**config.mk**
```make
export PLATFORM = sky130hd
export DESIGN_NAME = wr_status_gen
export DESIGN_NICKNAME = d
export VERILOG_FILES = /design/src/rtl/wr_status_gen.sv
export SDC_FILE = /design/constraint.sdc
export NUM_CORES = 1
export LEC_CHECK = 0
export ABC_AREA = 1
export BUFFER_PORTS_ARGS = -buffer_cell sky130_fd_sc_hd__buf_4
export CAP_MARGIN = 20
export CORE_ASPECT_RATIO = 0.5
export CORE_MARGIN = 4
export CORE_UTILIZATION = 54
export DETAILED_ROUTE_END_ITERATION = 8
export PLACE_DENSITY = 0.79
export SYNTH_ARGS = -nofsm -noshare
export SYNTH_HDL_FRONTEND = slang
export SYNTH_SLANG_ARGS = --single-unit
```
**constraint.sdc**
```tcl
create_clock -name clk -period 2 [get_ports clk]
set_input_delay 0.1 -clock clk [delete_from_list [all_inputs] [get_ports clk]]
set_output_delay 0.1 -clock clk [all_outputs]
set_load 0.1 [all_outputs]
```
**src/rtl/wr_status_gen.sv**
```systemverilog
module wr_status_gen #(
  parameter int DW        = 8,
  parameter int PROG_CYC  = 1200,
  parameter int ERASE_CYC = 120000
) (
  input  logic          clk,
  input  logic          rst_n,
  input  logic          prog_start,
  input  logic          erase_start,
  input  logic [DW-1:0] load_data,
  input  logic          abort,
  input  logic          rd_strobe,
  input  logic [DW-1:0] array_data,
  output logic [DW-1:0] rd_data,
  output logic          busy,
  output logic          done
);
  localparam int MAXC = (ERASE_CYC > PROG_CYC) ? ERASE_CYC : PROG_CYC;
  localparam int CW   = $clog2(MAXC + 1);

  logic          busy_q, done_q, erase_q, pol_q, tog_q;
  logic [CW-1:0] cnt_q;
  logic          go, kill, last;

  assign go   = !busy_q && (prog_start || erase_start);
  assign kill = busy_q && erase_q && abort;
  assign last = busy_q && (cnt_q == '0);

  always_ff @(posedge clk or negedge rst_n) begin
    if (!rst_n) begin
      busy_q  <= 1'b0;
      done_q  <= 1'b0;
      erase_q <= 1'b0;
      pol_q   <= 1'b0;
      tog_q   <= 1'b0;
      cnt_q   <= '0;
    end else begin
      done_q <= 1'b0;
      if (go) begin
        busy_q  <= 1'b1;
        erase_q <= !prog_start;
        pol_q   <= ~load_data[DW-1];
        tog_q   <= 1'b0;
        cnt_q   <= prog_start ? CW'(PROG_CYC - 1) : CW'(ERASE_CYC - 1);
      end else if (kill) begin
        busy_q <= 1'b0;
      end else if (last) begin
        busy_q <= 1'b0;
        done_q <= 1'b1;
      end else if (busy_q) begin
        cnt_q <= cnt_q - 1'b1;
        if (rd_strobe) tog_q <= ~tog_q;
      end
    end
  end

  assign rd_data = busy_q ? {pol_q, tog_q, array_data[DW-3:0]} : array_data;
  assign busy    = busy_q;
  assign done    = done_q;


  start_busy_chk: assert property (@(posedge clk) disable iff (!rst_n)
    (!busy && (prog_start || erase_start)) |=> busy);

  done_pulse_chk: assert property (@(posedge clk) disable iff (!rst_n)
    done |=> !done);

  done_after_busy_chk: assert property (@(posedge clk) disable iff (!rst_n)
    done |-> (!busy && $past(busy)));

  abort_erase_chk: assert property (@(posedge clk) disable iff (!rst_n)
    (busy && erase_q && abort) |=> (!busy && !done));

  abort_prog_chk: assert property (@(posedge clk) disable iff (!rst_n)
    (busy && !erase_q && abort && cnt_q != '0) |=> busy);

  toggle_flip_chk: assert property (@(posedge clk) disable iff (!rst_n)
    (busy && rd_strobe && cnt_q != '0 && !(erase_q && abort))
      |=> (rd_data[DW-2] != $past(rd_data[DW-2])));

  hold_pol_chk: assert property (@(posedge clk) disable iff (!rst_n)
    (busy && cnt_q != '0 && !(erase_q && abort)) |=> $stable(rd_data[DW-1]));
endmodule

```
==> results of run 1 <==
Yosys cell counts, types with 2 or more instances:
| master | count | area share [%] |
|---|---|---|
| buf_2 | 2 | 0.66 |
| buf_4 | 7 | 3.5 |
| clkbuf_1 | 3 | 0.74 |
| dfrtp_1 | 22 | 36 |
| inv_1 | 18 | 4.4 |
| nand2_1 | 88 | 22 |
| nand2_2 | 3 | 1.2 |
| nand3_1 | 32 | 11 |
| nand3_4 | 2 | 2.3 |
| nand4_1 | 4 | 1.6 |
| nor2_1 | 25 | 6.2 |
| nor2_4 | 2 | 1.5 |
| o21ai_0 | 3 | 0.99 |
critical path, cell delays in order, from the launching register on:
cell and delay (ns):
dfrtp_1 0.38, inv_1 0.10, ha_1 0.20, nand2_2 0.11
nor2_8 0.18, nand3_4 0.10, nand3_4 0.13, buf_4 0.21
inv_1 0.06, nand3_1 0.07, nand2_1 0.05
worst max path at each step:
stage	startpoint	to	cells past startpoint
floorplan	busy	cnt_q[4]	8
global placement	cnt_q[0]	cnt_q[8]	10
detailed placement	cnt_q[0]	cnt_q[8]	10
CTS	cnt_q[0]	cnt_q[8]	10
global route	cnt_q[0]	cnt_q[8]	10
finish	cnt_q[0]	cnt_q[8]	10
metal layers:
metal | vias to the layer above | wire length [µm] | part of all wire (%) | GRT usage (%)
li1 | 720 | - | - | -
met2 | 33 | 1440 | 44 | 33.0
met5 | - | 0 | 0 | 0
met4 | 0 | 61 | 1.9 | 8.79
met1 | 651 | 1550 | 48 | 24.2
met3 | 8 | 193 | 6.0 | 5.78
what timing repair did:
item	CTS	global route
buffers inserted	0	0
endpoints found under the hold margin	22	0
hold buffers	1	0
sequential cells by signal, indices dropped and copies added (netlist names):
register  flops
busy          1
tog_q         1
erase_q       1
done          1
pol_q         1
cnt_q        17
where the power goes:
part	internal [µW]	switching [µW]
logic	515	1140
clock network	142	148
registers	644	227
total	1300	1510
final cells by class:
type	count	share of cell area (%)
clock buffer	4	2.72
timing repair buffer	16	7.40
multi-input combinational	172	49.5
sequential	22	33.3
tap	37	2.79
inverter	19	4.30
stage by stage:
| stage | cell area, µm² | instances |
|---|---|---|
| after floorplan | 1530 | 226 |
| after global placement | 1600 | 265 |
| after detailed placement | 1600 | 265 |
| after CTS | 1660 | 270 |
| after global routing | 1660 | 270 |
| final | 1660 | 270 |
cell families (layout without fill, tap and decap cells):
| kind of cell | after synthesis | in the layout | share of synthesized area [%] |
|---|---|---|---|
| AO/OA/AOI/OAI | 8 | 8 | 3.29 |
| XOR/XNOR | 2 | 2 | 1.15 |
| adder cells (fa/ha/maj) | 1 | 1 | 0.822 |
| buffers and inverters | 32 | 39 | 10.3 |
| flip-flops | 22 | 22 | 36.2 |
| AND/OR/NAND/NOR | 161 | 161 | 48.3 |
==> results_dict.tcl, run 1 <==
set metrics [dict create \
    synth_seq_area_share_pct 36.2 \
    p_total_uw 2820 \
    h-tree-depth 1 \
    power-per-cell-area_nw_per_um2 1700 \
    worstSetupPathType "flop to flop" \
    numClockSinks 22 \
    path_clk_slew_ns 0.08 \
    synth-edff-count 0 \
    maxSlewViolCount 0 \
    utilization_pct 62.9 \
    drive_gt1_share_pct 14.6 \
    critPathMaxFanout 11 \
    grt_pass1_wl_um 5790 \
    grt.overflow.total 0 \
    clockBufferDepth 2 \
    syn2layout_area_growth_pct 8.87 \
    firstDrtPassIters 4 \
    skew_ns 0.00167 \
    yosysWarningCount 0 \
    fin_tns_setup_ns 0 \
    grt_pass1_vias 1260 \
    layout.nets 257 \
    r2r-start "cnt_q[0]" \
    fmax_mhz 587 \
    relSlewSlack_pct 73.8 \
    hold_start "abort" \
    core_area_um2 2640 \
    min_path_type "primary input to flop" \
    final_common_cell "nand2_1" \
    hold_slack_ns 0.0279 \
    syn_avg_cell_area_um2 6.74 \
    layout.area.seq_um2 552 \
    setup_ws_ns 0.295 \
    port_buffers 12 \
    drc 0 \
    ctsResizeCount 0 \
    place.detailed.hpwl_um 2360 \
    hold_viol_final 0 \
    ant_nets 0 \
    final_cell_mix "nand2_1, nand3_1, nor2_1" \
    num_rows 13 \
    syn-cell-area_um2 1520 \
    holdPathStages 2 \
    ys_ff_latch 22 \
    worst_ep_arrival_time_ns 1.87 \
    die_h_um 45.6 \
    worst_pin_slew_ns 0.394 \
    antenna_found_initial 0 \
    worstRegToRegCells 10 \
    ys.flop_type "dfrtp_1" \
    clock_latency_ns 0.27 \
    synth_nets 249 \
    reg2reg_to "cnt_q[8]" \
    cts_inserted_buffers 3 \
    grt_max_degree 23 \
    period_share_pct 85.2 \
    async_flop_share_pct 100 \
    r2r_slack_ns 0.30 \
    max-vdd-ir-drop_mv 1.19 \
    cp-end-kind "flop" \
    dp_slack_ns 0.314 \
    diodes 0 \
    cp.required_ns 2.16 \
    p_leak_uw 0.000922 \
    grt_use_total_pct 19.6 \
    num_vias 1412 \
    die_x_um 83.1 \
    max_cap_viol_count 0 \
    drtIter0Drc 112 \
    wl_per_cell_um 12.0 \
    cp-start-kind "flop" \
    outcome "completed" \
    synth_cells 226 \
    cts_tree "yes" \
    routed_wl_um 3240 \
    fin_crit_ns 1.70 \
    dieArea_um2 3780 \
    cts_root_buf "clkbuf_8" \
    yosysUniqueCellTypes 28 \
    hold_end "done" \
    finalSetupViolations 0 \
    viasPerCell 5.23 \
    fill_cells 239 \
    place_congestion 0.859 \
    multi_input_area_um2 821 \
    num_io_pins 32 \
    rsz0062_at_grt "false" \
    initial_core_util_pct 57.8 \
]
(Power assumes the default switching activity.)
==> run 2: changes to the inputs <==
--- a/config.mk
+++ b/config.mk
@@ -14,2 +14,3 @@
 export DETAILED_ROUTE_END_ITERATION = 8
+export MAX_ROUTING_LAYER = met4
 export PLACE_DENSITY = 0.79
==> constraint.sdc (replaced) <==
create_clock -name clk -period 2 [get_ports clk]
set_input_delay 0.4 -clock clk [delete_from_list [all_inputs] [get_ports clk]]
set_output_delay 0.4 -clock clk [all_outputs]
set_load 0.1 [all_outputs]
==> run 2 against run 1 <==
  * Setup slack lost 0.010 ns
  * Clock-buffer cell count is the same
  * Wire length shrank 4.2%
  * Largest cell class unchanged
  * Sequential share of layout area grew 0.36 points
  * Non-clock buffer count shrank 2
  * Clock skew grew 0.0091 ns
  * First-iteration DRC count grew 4.5%
  * Total power shrank 1.4%
  * Via count shrank 2.5%
  * Combinational power is essentially flat
  * Critical path type unchanged
==> results_dict.tcl, run 2 (synthesis results as in run 1) <==
set metrics [dict create \
    cts_root_buf "clkbuf_8" \
    grt_pass1_wl_um 5710 \
    place_congestion 0.917 \
    outcome "completed" \
    fmax_mhz 583 \
    drive_gt1_share_pct 14.3 \
    hold_viol_final 0 \
    routed_wl_um 3100 \
    port_buffers 12 \
    firstDrtPassIters 4 \
    r2r_slack_ns 0.28 \
    cp.required_ns 2.16 \
    grt_max_degree 23 \
    crit_chain "inv_1 -> ha_1 -> nand2_2 -> nor2_8 -> nand3_4 -> nand3_4 -> nand2_4 -> nand2_1 -> nand2_1" \
    viasPerCell 5.14 \
    p_leak_uw 0.000913 \
    worst_ep_arrival_time_ns 1.87 \
    clock_latency_ns 0.27 \
    layout.area.seq_um2 552 \
    multi_input_area_um2 821 \
    cpPeakStageDelay_ns 0.38 \
    cp-end-kind "flop" \
    worst_pin_slew_ns 0.422 \
    cts_tree "yes" \
    cts_setup_buffers 0 \
    h-tree-depth 1 \
    fin_crit_ns 1.72 \
    core_area_um2 2640 \
    num_rows 13 \
    grt_use_total_pct 19.4 \
    initial_core_util_pct 57.8 \
    grt_pass1_vias 1243 \
    dieArea_um2 3780 \
    ctsResizeCount 0 \
    rsz0062_at_grt "false" \
    finalSetupViolations 0 \
    syn2layout_area_growth_pct 7.72 \
    antenna_found_initial 0 \
    drc 0 \
    ant_nets 0 \
    cp_slowest_cell "dfrtp_1" \
    grt.overflow.total 0 \
    largest_register_ffs 17 \
    power-per-cell-area_nw_per_um2 1690 \
    maxSlewViolCount 0 \
    place.detailed.hpwl_um 2240 \
    path_clk_slew_ns 0.09 \
    holdBufCountCts 0 \
    fill_cells 250 \
    final_common_cell "nand2_1" \
    cp-start-kind "flop" \
    relSlewSlack_pct 71.7 \
    diodes 0 \
    num_io_pins 32 \
    numClockSinks 22 \
    layout.nets 255 \
    drtIter0Drc 117 \
    worstSetupPathType "flop to flop" \
    skew_ns 0.0108 \
    placed_area_um2 1600 \
    design_area_um2 1640 \
    cts_inserted_buffers 3 \
    wl_per_cell_um 11.6 \
    min_path_type "primary input to asynchronous set/reset pin" \
    critPathMaxFanout 19 \
    num_vias 1377 \
    die_h_um 45.6 \
    period_share_pct 85.8 \
    final_cell_mix "nand2_1, nand3_1, nor2_1" \
    fin_tns_setup_ns 0 \
    max_cap_viol_count 0 \
    largest_register "cnt_q" \
    max-vdd-ir-drop_mv 0.817 \
    die_x_um 83.1 \
    clockBufferDepth 2 \
]
-- run 2: per-layer routing --
metal | vias to the layer above | wire length (µm) | GRT usage (%)
met3 | 2 | 240 | 6.32
li1 | 719 | - | -
met1 | 619 | 1520 | 24.4
met4 | 0 | 6 | 2.61
met2 | 37 | 1340 | 32.0
met5 | - | 0 | -
-- run 2: worst paths after layout --
path                                from   endpoint  depth (start not counted)
max in group asynchronous          rst_n       busy                          1
worst max-delay path            cnt_q[0]   cnt_q[9]                          9
worst min-delay path               rst_n  cnt_q[16]                          1
min in group clk                   abort       done                          2
worst min register to register  cnt_q[0]   cnt_q[0]                          2
worst max register to register  cnt_q[0]   cnt_q[9]                          9
-- run 2: worst max-delay path, delay by kind of cell (launching register included) --
| kind | cells | cell delay, ns |
|---|---|---|
| adder cells (fa/ha/maj) | 1 | 0.20 |
| buffers and inverters | 1 | 0.09 |
| flip-flops | 1 | 0.38 |
| AND/OR/NAND/NOR | 7 | 0.94 |
-- run 2: final cells by class --
| type | count | area share (%) |
|---|---|---|
| Tap cell | 37 | 2.82 |
| Multi-Input combinational cell | 172 | 50.0 |
| Timing Repair Buffer | 14 | 6.41 |
| Clock buffer | 4 | 2.75 |
| Sequential cell | 22 | 33.6 |
| Inverter | 19 | 4.35 |
-- run 2: where the power goes --
part	switching (µW)	internal, µW
clock	149	142
sequential	226	644
combinational	1120	498
-- run 2: stage by stage --
step | util, % | hold WS (ns) | power [µW] | cells | worst slack [ns]
2_1_floorplan | - | 0.104 | 2260 | 226 | 0.204
3_3_place_gp | 60.5 | 0.301 | 2440 | 264 | 0.330
3_5_place_dp | 60.5 | 0.310 | 2490 | 264 | 0.299
4_1_cts | 62.3 | 0.0161 | 2790 | 268 | 0.290
5_1_grt | 62.3 | 0.0263 | 3080 | 268 | 0.0871
6_report | 62.3 | 0.00545 | 2780 | 268 | 0.285
==> run 3: changes to the inputs <==
==> constraint.sdc (replaced) <==
create_clock -name clk -period 2 [get_ports clk]
set_input_delay 0.1 -clock clk [delete_from_list [all_inputs] [get_ports clk]]
set_output_delay 0.1 -clock clk [all_outputs]
set_load 0.1 [all_outputs]
==> run 3 against run 2 <==
  * Clock-buffer cell count is the same
  * Die area is the same
  * Fmax grew 0.40%
  * First-iteration DRC count shrank 0.85%
  * Hold slack gained 0.021 ns
  * Global-route usage grew 0.91 points
  * Critical path type unchanged
  * Cell area grew 1.1%
  * Largest power group unchanged
  * Wire length grew 5.1%
  * Critical endpoint is now cnt_q[8]
  * Sequential power grew 0.5%
  * Non-clock buffer count grew 2
==> results_dict.tcl, run 3 (synthesis results as in run 1) <==
set metrics [dict create \
    outcome "completed" \
    port_buffers 12 \
    fill_cells 239 \
    clock_latency_ns 0.27 \
    ant_nets 0 \
    crit_family "simple AND/OR/NAND/NOR gates" \
    drtIter0Drc 116 \
    hold_start "abort" \
    diodes 0 \
    p_leak_uw 0.000922 \
    finalSetupViolations 0 \
    largest_register_ffs 17 \
    max-vdd-ir-drop_mv 1.19 \
    die_h_um 45.6 \
    drc 0 \
    place_congestion 0.873 \
    rsz0062_at_grt "false" \
    num_io_pins 32 \
    h-tree-depth 1 \
    worst_ep_arrival_time_ns 1.87 \
    routed_wl_um 3260 \
    critical_path_buf_inv_count 3 \
    numClockSinks 22 \
    cts_setup_buffers 0 \
    r2r-start "cnt_q[0]" \
    layout.nets 257 \
    grt.overflow.total 0 \
    largest_register "cnt_q" \
    final_cell_mix "nand2_1, nand3_1, nor2_1" \
    hold_end "done" \
    syn2layout_area_growth_pct 8.87 \
    grt_max_degree 23 \
    die_x_um 83.1 \
    cpPeakStageDelay_ns 0.38 \
    grt_pass1_vias 1261 \
    design_area_um2 1660 \
    critPathMaxFanout 11 \
    num_vias 1433 \
    worstRegToRegCells 10 \
    final_common_cell "nand2_1" \
    drive_gt1_share_pct 14.6 \
    max_cap_viol_count 0 \
    r2r_slack_ns 0.29 \
    path_clk_slew_ns 0.08 \
    relSlewSlack_pct 72.4 \
    cp_slowest_cell "dfrtp_1" \
    cts_root_buf "clkbuf_8" \
    wl_per_cell_um 12.1 \
    ctsResizeCount 0 \
    power-per-cell-area_nw_per_um2 1700 \
    place.detailed.hpwl_um 2360 \
    maxSlewViolCount 0 \
    reg2reg_to "cnt_q[8]" \
    holdBufCountCts 1 \
    core_area_um2 2640 \
    period_share_pct 85.4 \
    cts_inserted_buffers 3 \
    firstDrtPassIters 5 \
    fin_tns_setup_ns 0 \
    dieArea_um2 3780 \
    fin_crit_ns 1.71 \
    grt_use_total_pct 20.3 \
    placed_area_um2 1600 \
    cp-start-kind "flop" \
    cp.required_ns 2.16 \
    grt_pass1_wl_um 5800 \
    holdPathStages 2 \
    viasPerCell 5.31 \
    worstSetupPathType "flop to flop" \
    cts_tree "yes" \
    min_path_type "primary input to flop" \
    antenna_found_initial 0 \
    initial_core_util_pct 57.8 \
    num_rows 13 \
    worst_pin_slew_ns 0.414 \
    fmax_mhz 585 \
    hold_viol_final 0 \
    skew_ns 0.00332 \
    clockBufferDepth 2 \
    cp-end-kind "flop" \
    crit_chain "inv_1 -> ha_1 -> nand2_2 -> nor2_8 -> nand3_4 -> nand3_4 -> buf_4 -> inv_1 -> nand3_1 -> nand2_1" \
]
==> run 3: cell count changes in the layout (fill, tap and decap cells not counted) <==
cell,delta
dlygate4sd3_1,+1
buf_4,+1
==> run 3: layout make-up <==
cell class | count | area [µm²] | share of cell area (%)
Multi-Input combinational cell | 172 | 821 | 49.5
Tap cell | 37 | 46.3 | 2.79
Inverter | 19 | 71.3 | 4.30
Sequential cell | 22 | 552 | 33.3
Clock buffer | 4 | 45.0 | 2.72
Timing Repair Buffer | 16 | 123 | 7.40
==> run 3: worst max-delay path by stage <==
| stage | from | end | slack (ns) | depth (start not counted) |
|---|---|---|---|---|
| 2_1_floorplan | busy | cnt_q[4] | 0.28 | 8 |
| 3_3_place_gp | cnt_q[0] | cnt_q[8] | 0.39 | 10 |
| 3_5_place_dp | cnt_q[0] | cnt_q[8] | 0.31 | 10 |
| 4_1_cts | cnt_q[0] | cnt_q[8] | 0.30 | 10 |
| 5_1_grt | cnt_q[0] | cnt_q[8] | 0.15 | 10 |
| 6_report | cnt_q[0] | cnt_q[8] | 0.29 | 10 |
==> run 3: power breakdown <==
| group | switching (µW) | total, µW | internal, µW |
|---|---|---|---|
| Clock | 148 | 291 | 142 |
| Sequential | 230 | 875 | 644 |
| Combinational | 1140 | 1660 | 515 |
| Total | 1520 | 2820 | 1300 |
==> run 3: per-stage QoR <==
step | hold WS, ns | worst slack [ns] | total power (µW) | instances | utilization [%]
4_1_cts | 0.0220 | 0.297 | 2830 | 270 | 62.9
6_report | 0.0269 | 0.292 | 2820 | 270 | 62.9
2_1_floorplan | -0.196 | 0.281 | 2260 | 226 | -
5_1_grt | 0.0118 | 0.154 | 3100 | 270 | 62.9
3_3_place_gp | 0.00340 | 0.390 | 2460 | 265 | 60.8
3_5_place_dp | 0.00722 | 0.314 | 2520 | 265 | 60.8
==> run 3: worst register-to-register path, cell delays in order, from the launching register on <==
cell and delay, ns:
dfrtp_1 0.38, inv_1 0.10, ha_1 0.20, nand2_2 0.11, nor2_8 0.18, nand3_4 0.10, nand3_4 0.13, buf_4 0.21
inv_1 0.06, nand3_1 0.08, nand2_1 0.05
==> run 3: metal layers <==
metal  routed length, µm  up-vias  track usage [%]
met2                1450       38             32.8
li1                    -      719                -
met4                  62        0             8.79
met3                 205        8             5.78
met1                1540      668             24.4
met5                   0        -                -
